### config.mk
export PLATFORM = sky130hd
export DESIGN_NAME = i2c_bit_timer
export DESIGN_NICKNAME = d
export VERILOG_FILES = /design/src/rtl/i2c_bt_pkg.sv /design/src/rtl/i2c_bt_timer.sv /design/src/rtl/i2c_bt_ctrl.sv /design/src/rtl/i2c_bit_timer.sv
export SDC_FILE = /design/constraint.sdc
export NUM_CORES = 1
export LEC_CHECK = 0
export ABC_AREA = 1
export BUFFER_PORTS_ARGS = -buffer_cell sky130_fd_sc_hd__buf_2
export CORE_ASPECT_RATIO = 1.2
export CORE_UTILIZATION = 51
export CTS_CLUSTER_SIZE = 12
export DETAILED_ROUTE_END_ITERATION = 10
export MAX_ROUTING_LAYER = met4
export PLACE_DENSITY_LB_ADDON = 0.15
export SYNTH_ARGS = -nofsm -noshare
export SYNTH_HDL_FRONTEND = slang
export SYNTH_SLANG_ARGS = --single-unit
### constraint.sdc
create_clock -name clk -period 2 [get_ports clk]
set_input_delay 0.3 -clock clk [delete_from_list [all_inputs] [get_ports clk]]
set_output_delay 0.3 -clock clk [all_outputs]
set_load 0.01 [all_outputs]
### src/rtl/i2c_bt_pkg.sv
package i2c_bt_pkg;

  typedef enum logic [1:0] {
    OP_BIT    = 2'd0,
    OP_START  = 2'd1,
    OP_RSTART = 2'd2,
    OP_STOP   = 2'd3
  } busOp_e;

  typedef enum logic [3:0] {
    ST_IDLE,
    ST_HOLD,
    ST_LOW,
    ST_SETUP,
    ST_WAITHI,
    ST_HIGH,
    ST_BUF,
    ST_SUSTA,
    ST_HDSTA,
    ST_SUSTO
  } phase_e;

  // One-hot load strobes from control to the interval timer.
  typedef struct packed {
    logic ldLow;
    logic ldHigh;
    logic ldHold;
    logic ldSetup;
  } timerCmd_t;

endpackage

### src/rtl/i2c_bt_timer.sv
module i2c_bt_timer
  import i2c_bt_pkg::*;
#(
  parameter int PRESC_W  = 4,
  parameter int PERIOD_W = 8,
  parameter int DELAY_W  = 4,
  parameter int CFG_W    = PRESC_W + 2 * PERIOD_W + 2 * DELAY_W
) (
  input  logic             clk,
  input  logic             rstN,
  input  logic             enable,
  input  logic             cfgWe,
  input  logic [CFG_W-1:0] cfgWord,
  input  timerCmd_t        tcmd,
  output logic             expired,
  output logic             holdZero
);

  localparam int CNT_W    = PERIOD_W + 1;
  localparam int HIGH_LSB = PERIOD_W;
  localparam int HOLD_LSB = 2 * PERIOD_W;
  localparam int SET_LSB  = HOLD_LSB + DELAY_W;
  localparam int PRE_LSB  = SET_LSB + DELAY_W;

  logic [CFG_W-1:0]    cfgReg;
  logic [PERIOD_W-1:0] lowF, highF;
  logic [DELAY_W-1:0]  holdF, setupF;
  logic [PRESC_W-1:0]  prescF;

  logic [CNT_W-1:0]    loadVal;
  logic [CNT_W-1:0]    qLeft;
  logic [PRESC_W-1:0]  preLeft;
  logic                anyLoad;

  // Timing word: writable only while the block is disabled.
  always_ff @(posedge clk or negedge rstN) begin
    if (!rstN)                 cfgReg <= '0;
    else if (cfgWe && !enable) cfgReg <= cfgWord;
  end

  assign lowF   = cfgReg[HIGH_LSB-1:0];
  assign highF  = cfgReg[HOLD_LSB-1:HIGH_LSB];
  assign holdF  = cfgReg[SET_LSB-1:HOLD_LSB];
  assign setupF = cfgReg[PRE_LSB-1:SET_LSB];
  assign prescF = cfgReg[CFG_W-1:PRE_LSB];

  assign holdZero = (holdF == '0);
  assign anyLoad  = tcmd.ldLow | tcmd.ldHigh | tcmd.ldHold | tcmd.ldSetup;

  // Interval length in quanta for the requested phase.
  always_comb begin
    loadVal = '0;
    if (tcmd.ldLow)   loadVal = CNT_W'(lowF) + CNT_W'(1);
    if (tcmd.ldHigh)  loadVal = CNT_W'(highF) + CNT_W'(1);
    if (tcmd.ldHold)  loadVal = CNT_W'(holdF);
    if (tcmd.ldSetup) loadVal = CNT_W'(setupF) + CNT_W'(1);
  end

  // Prescaler restarts with every load so each interval is exact.
  always_ff @(posedge clk or negedge rstN) begin
    if (!rstN) begin
      qLeft   <= '0;
      preLeft <= '0;
    end else if (anyLoad) begin
      qLeft   <= loadVal;
      preLeft <= prescF;
    end else if (qLeft != '0) begin
      if (preLeft == '0) begin
        preLeft <= prescF;
        qLeft   <= qLeft - CNT_W'(1);
      end else begin
        preLeft <= preLeft - PRESC_W'(1);
      end
    end
  end

  // Flags the last cycle of the interval, so the next phase starts on time.
  assign expired = (qLeft == '0) || ((qLeft == CNT_W'(1)) && (preLeft == '0));

endmodule

### src/rtl/i2c_bt_ctrl.sv
module i2c_bt_ctrl
  import i2c_bt_pkg::*;
(
  input  logic       clk,
  input  logic       rstN,
  input  logic       enable,
  input  logic       cmdValid,
  input  logic [1:0] cmdOp,
  input  logic       cmdBit,
  input  logic       sclIn,
  input  logic       sdaIn,
  input  logic       expired,
  input  logic       holdZero,
  output timerCmd_t  tcmd,
  output logic       cmdReady,
  output logic       sclOe,
  output logic       sdaOe,
  output logic       doneStb,
  output logic       rxBit
);

  phase_e state, nState;
  busOp_e curOp, nOp, reqOp;
  logic   curBit, nBit;
  logic   nScl, nSda, nDone, nRx;

  function automatic logic sdaDriveFor(busOp_e op, logic b);
    logic drv;
    case (op)
      OP_BIT:  drv = ~b;
      OP_STOP: drv = 1'b1;
      default: drv = 1'b0;
    endcase
    return drv;
  endfunction

  assign reqOp    = busOp_e'(cmdOp);
  assign cmdReady = enable && (state == ST_IDLE);

  always_comb begin
    nState = state;
    nOp    = curOp;
    nBit   = curBit;
    nScl   = sclOe;
    nSda   = sdaOe;
    nDone  = 1'b0;
    nRx    = rxBit;
    tcmd   = '0;
    unique case (state)
      ST_IDLE: begin
        if (cmdReady && cmdValid) begin
          nOp  = reqOp;
          nBit = cmdBit;
          if (reqOp == OP_START) begin
            nState     = ST_BUF;
            tcmd.ldLow = 1'b1;
          end else if (holdZero) begin
            nState     = ST_LOW;
            tcmd.ldLow = 1'b1;
            nSda       = sdaDriveFor(reqOp, cmdBit);
          end else begin
            nState      = ST_HOLD;
            tcmd.ldHold = 1'b1;
          end
        end
      end
      ST_HOLD: begin
        if (expired) begin
          nState     = ST_LOW;
          tcmd.ldLow = 1'b1;
          nSda       = sdaDriveFor(curOp, curBit);
        end
      end
      ST_LOW: begin
        if (expired) begin
          nState       = ST_SETUP;
          tcmd.ldSetup = 1'b1;
        end
      end
      ST_SETUP: begin
        if (expired) begin
          nState = ST_WAITHI;
          nScl   = 1'b0;
        end
      end
      ST_WAITHI: begin
        if (sclIn) begin
          case (curOp)
            OP_RSTART: begin
              nState     = ST_SUSTA;
              tcmd.ldLow = 1'b1;
            end
            OP_STOP: begin
              nState      = ST_SUSTO;
              tcmd.ldHigh = 1'b1;
            end
            default: begin
              nState      = ST_HIGH;
              tcmd.ldHigh = 1'b1;
            end
          endcase
        end
      end
      ST_HIGH: begin
        if (expired) begin
          nState = ST_IDLE;
          nScl   = 1'b1;
          nDone  = 1'b1;
          nRx    = sdaIn;
        end
      end
      ST_BUF, ST_SUSTA: begin
        if (expired) begin
          nState      = ST_HDSTA;
          tcmd.ldHigh = 1'b1;
          nSda        = 1'b1;
        end
      end
      ST_HDSTA: begin
        if (expired) begin
          nState = ST_IDLE;
          nScl   = 1'b1;
          nDone  = 1'b1;
        end
      end
      ST_SUSTO: begin
        if (expired) begin
          nState = ST_IDLE;
          nSda   = 1'b0;
          nDone  = 1'b1;
        end
      end
      default: nState = ST_IDLE;
    endcase
  end

  always_ff @(posedge clk or negedge rstN) begin
    if (!rstN) begin
      state   <= ST_IDLE;
      curOp   <= OP_BIT;
      curBit  <= 1'b1;
      sclOe   <= 1'b0;
      sdaOe   <= 1'b0;
      doneStb <= 1'b0;
      rxBit   <= 1'b0;
    end else if (!enable) begin
      state   <= ST_IDLE;
      sclOe   <= 1'b0;
      sdaOe   <= 1'b0;
      doneStb <= 1'b0;
    end else begin
      state   <= nState;
      curOp   <= nOp;
      curBit  <= nBit;
      sclOe   <= nScl;
      sdaOe   <= nSda;
      doneStb <= nDone;
      rxBit   <= nRx;
    end
  end

endmodule

### src/rtl/i2c_bit_timer.sv
module i2c_bit_timer
  import i2c_bt_pkg::*;
#(
  parameter int  PRESC_W  = 4,
  parameter int  PERIOD_W = 8,
  parameter int  DELAY_W  = 4,
  localparam int CFG_W    = PRESC_W + 2 * PERIOD_W + 2 * DELAY_W
) (
  input  logic             clk,
  input  logic             rstN,
  input  logic             enable,
  input  logic             cfgWe,
  input  logic [CFG_W-1:0] cfgWord,
  input  logic             cmdValid,
  input  logic [1:0]       cmdOp,
  input  logic             cmdBit,
  output logic             cmdReady,
  input  logic             sclIn,
  input  logic             sdaIn,
  output logic             sclOe,
  output logic             sdaOe,
  output logic             doneStb,
  output logic             rxBit
);

  timerCmd_t tcmd;
  logic      expired;
  logic      holdZero;

  i2c_bt_timer #(
    .PRESC_W (PRESC_W),
    .PERIOD_W(PERIOD_W),
    .DELAY_W (DELAY_W),
    .CFG_W   (CFG_W)
  ) timer_i (
    .clk     (clk),
    .rstN    (rstN),
    .enable  (enable),
    .cfgWe   (cfgWe),
    .cfgWord (cfgWord),
    .tcmd    (tcmd),
    .expired (expired),
    .holdZero(holdZero)
  );

  i2c_bt_ctrl ctrl_i (
    .clk     (clk),
    .rstN    (rstN),
    .enable  (enable),
    .cmdValid(cmdValid),
    .cmdOp   (cmdOp),
    .cmdBit  (cmdBit),
    .sclIn   (sclIn),
    .sdaIn   (sdaIn),
    .expired (expired),
    .holdZero(holdZero),
    .tcmd    (tcmd),
    .cmdReady(cmdReady),
    .sclOe   (sclOe),
    .sdaOe   (sdaOe),
    .doneStb (doneStb),
    .rxBit   (rxBit)
  );

endmodule

==> flow_summary_export.csv <==
group,metric,value,unit
floorplanning,io_pins,43,
worst_setup_path,regToRegSetupSlack,100,ps
final_layout,fin_util,0.633,
clock_tree,clk_pin_slew,90,ps
route,routed_wl,7.93,mm
timing,timing.final.crit_share,0.948,
route,drc_errors,0,
clock_tree,cts_tree,"built",
timing,setup_slack,104,ps
clock_tree,cts_buffer_depth,2,
yosys,synth_top_area_cell,"dfrtp_1",
worst_setup_path,critPathKind,"reg2reg",
worst_hold_path,hp-class,"in2async",
yosys,synth_edf_count,0,
yosys,synth-seq-area-share,0.373,
placed_design,dpl.hpwl,6.16,mm
route,routedWlPerCell,12.8,um
run,max_cap_viol_count,0,
route,vias,3191,
global_route,track_usage,0.247,
yosys,ys.flop_type,"dfrtp_1",
floorplanning,die_w,77.5,um
yosys,syn_avg_cell_area,7.46,um2
power,ir_worst_vdd,0.000590,V
yosys,netlist_area,3490,um2
placed_design,placed_area,3910,um2
yosys,yosys_warnings,0,
worst_setup_path,timing.rr.end,"timer_i.qLeft[3]",
final_layout,fin_area,4130,um2
worst_setup_path,critPathMaxFanout,7,
yosys,synthesis.nets,519,
global_route,grt_pass1_wl,13.8,mm
yosys,synth_cell_types,36,
clock_tree,cts_root_buffer,"clkbuf_8",
worst_setup_path,start_kind,"flip-flop",
worst_setup_path,worstRegToRegCells,13,
floorplanning,dieHeight,92.6,um
timing,finClkSkew,5.91,ps
timing,slew_headroom,0.616,
placed_design,pre_cts_ws,29.6,ps
placed_design,portBuffers,42,
timing,finalMaxSlewViolations,0,
timing,min_period,1900,ps
timing,worst_slew_pin_slew,576,ps
placed_design,routabilityCongestion,0.924,
yosys,synth.area.top_cells,"dfrtp_1 37%, nand2_1 13%, nor2_1 6.1%",
clock_tree,clkLatencyLatePin,300,ps
timing,whs,-21.9,ps
yosys,syn-instance-count,468,
floorplanning,placementRows,32,
final_layout,fin_nets,582,
floorplanning,start_util,0.535,
worst_setup_path,end_kind,"flip-flop",
status,violations,"hold timing",
route,ant_nets,0,
worst_setup_path,reg2reg_from,"timer_i.qLeft[5]",
global_route,grt_pass1_vias,3155,
global_route,grt_remaining_overflow,0,
route,first_iter_violations,179,
clock_tree,cts.sinks,52,
yosys,synth_top_area_frac,0.365,
floorplanning,design.core.area,6530,um2
route,viasPerCell,5.17,
worst_setup_path,cp_data_arrival_time,2090,ps
worst_setup_path,cp.required,2200,ps
final_layout,drive_gt1_frac,0.246,
timing,max_freq,528,MHz
status,status,"complete, but fails checks",
timing,finalSetupViolCount,0,
final_layout,diodes,0,
timing,hold_violations,24,
power,leakagePower,0.00216,uW
global_route,grt_max_degree,49,
route,drtPass1Iterations,5,
global_route,antenna_found_initial,0,
clock_tree,cts_max_level,2,
final_layout,areaGrowthSynthToFinish,18.3,%
clock_tree,cts_made_buffers,5,
timing,fin_setup_tns,0,ps
power,p_per_area,1170,nW/um2
yosys,async_flop_share,1.00,
floorplanning,die_area,7180,um2
yosys,synth-seq-cells,52,
## layout by cell type, fill, tap and decap left out, drive strengths merged
| master | instances |
|---|---|
| nand2 | 131 |
| buf | 66 |
| nor2 | 65 |
| inv | 59 |
| dfrtp | 51 |
| nand3 | 32 |
| a21oi | 25 |
| o21ai | 17 |
| xor2 | 13 |
| ha | 13 |
| o211ai | 11 |
| mux2 | 10 |
| nor3 | 6 |
| clkbuf | 6 |
| xnor2 | 5 |
| nand4 | 4 |
| o311ai | 4 |
| or2 | 3 |
| nand3b | 2 |
| o31ai | 2 |
| mux2i | 1 |
| o21bai | 1 |
| a22oi | 1 |
| o221ai | 1 |
| bufinv | 1 |
| clkinv | 1 |
| dfstp | 1 |
## worst max-delay path: stages, from the launching register on
cell,delay (ps)
dfrtp_1,440
nor2_2,160
nand2_2,120
nor2_4,220
nand3_2,150
nand2_2,90
inv_2,70
nand3_4,120
buf_6,130
nand2_1,40
inv_1,50
nand2_1,70
nand2_1,80
nand2_1,50
## power by group
part	switching, uW	leakage (uW)	total [uW]	internal [uW]
Clock	345	0.0000552	717	372
Sequential	260	0.000611	1600	1340
Combinational	1470	0.00149	2520	1040
## synthesized netlist by cell type, types with 8 or more instances
library cell	count
inv_1	50
dfrtp_1	51
clkbuf_1	8
a21oi_1	25
nor2_1	57
o21ai_0	15
nand3_1	26
nand2_1	124
ha_1	13
mux2_2	10
inv_2	8
o211ai_1	11
xor2_1	13
## cell families (layout without fill, tap and decap cells)
group,Yosys count,in the layout,share of synthesized area
muxes,11,11,0.0351
and+or+nand+nor,243,243,0.315
adders and majority gates,13,13,0.0466
DFF,52,52,0.373
xor gates and xnor gates,18,18,0.0451
AOI/OAI and AO/OA,62,62,0.106
buffers and inverters,69,133,0.0792
## timing repair
action,in CTS,in global routing
endpoints found under the hold margin,0,0
setup endpoints to repair,0,19
resized for setup,0,16
hold buffers,0,0
setup buffers,0,7
## cell type report
type / count / area [um2]
Sequential cell: 52 / 1310
Fill cell: 589 / 2400
Tap cell: 85 / 106
Multi-Input combinational cell: 347 / 1950
Inverter: 59 / 226
Clock buffer: 6 / 72.6
Timing Repair Buffer: 66 / 429
Clock inverter: 2 / 35.0
## how the worst max path moves through the flow
stage | from | to
finish | timer_i.qLeft[5] | timer_i.qLeft[3]
global route | timer_i.qLeft[5] | timer_i.preLeft[3]
CTS | timer_i.qLeft[1] | timer_i.qLeft[3]
detailed placement | timer_i.qLeft[1] | timer_i.qLeft[3]
global placement | timer_i.qLeft[1] | timer_i.qLeft[2]
floorplan | timer_i.qLeft[0] | timer_i.qLeft[0]
## flip-flops by register name, summed over array words and instances, names as in the netlist
name,count
ctrl_i.state,4
ctrl_i.rxBit,1
timer_i.preLeft,4
ctrl_i.sdaOe,1
ctrl_i.curBit,1
ctrl_i.doneStb,1
ctrl_i.curOp,2
timer_i.qLeft,9
timer_i.cfgReg,28
ctrl_i.sclOe,1
## per-stage QoR
step           std cells  total power, uW
2_1_floorplan        468             3290
3_3_place_gp         601             3900
3_5_place_dp         601             3950
4_1_cts              609             4680
5_1_grt              617             5250
6_report             617             4830
## metal layers
metal,GRT usage,wire length [um]
met5,-,0
met4,0.0991,233
met3,0.0335,305
met2,0.431,3990
met1,0.287,3400
(Power assumes the default switching activity.)
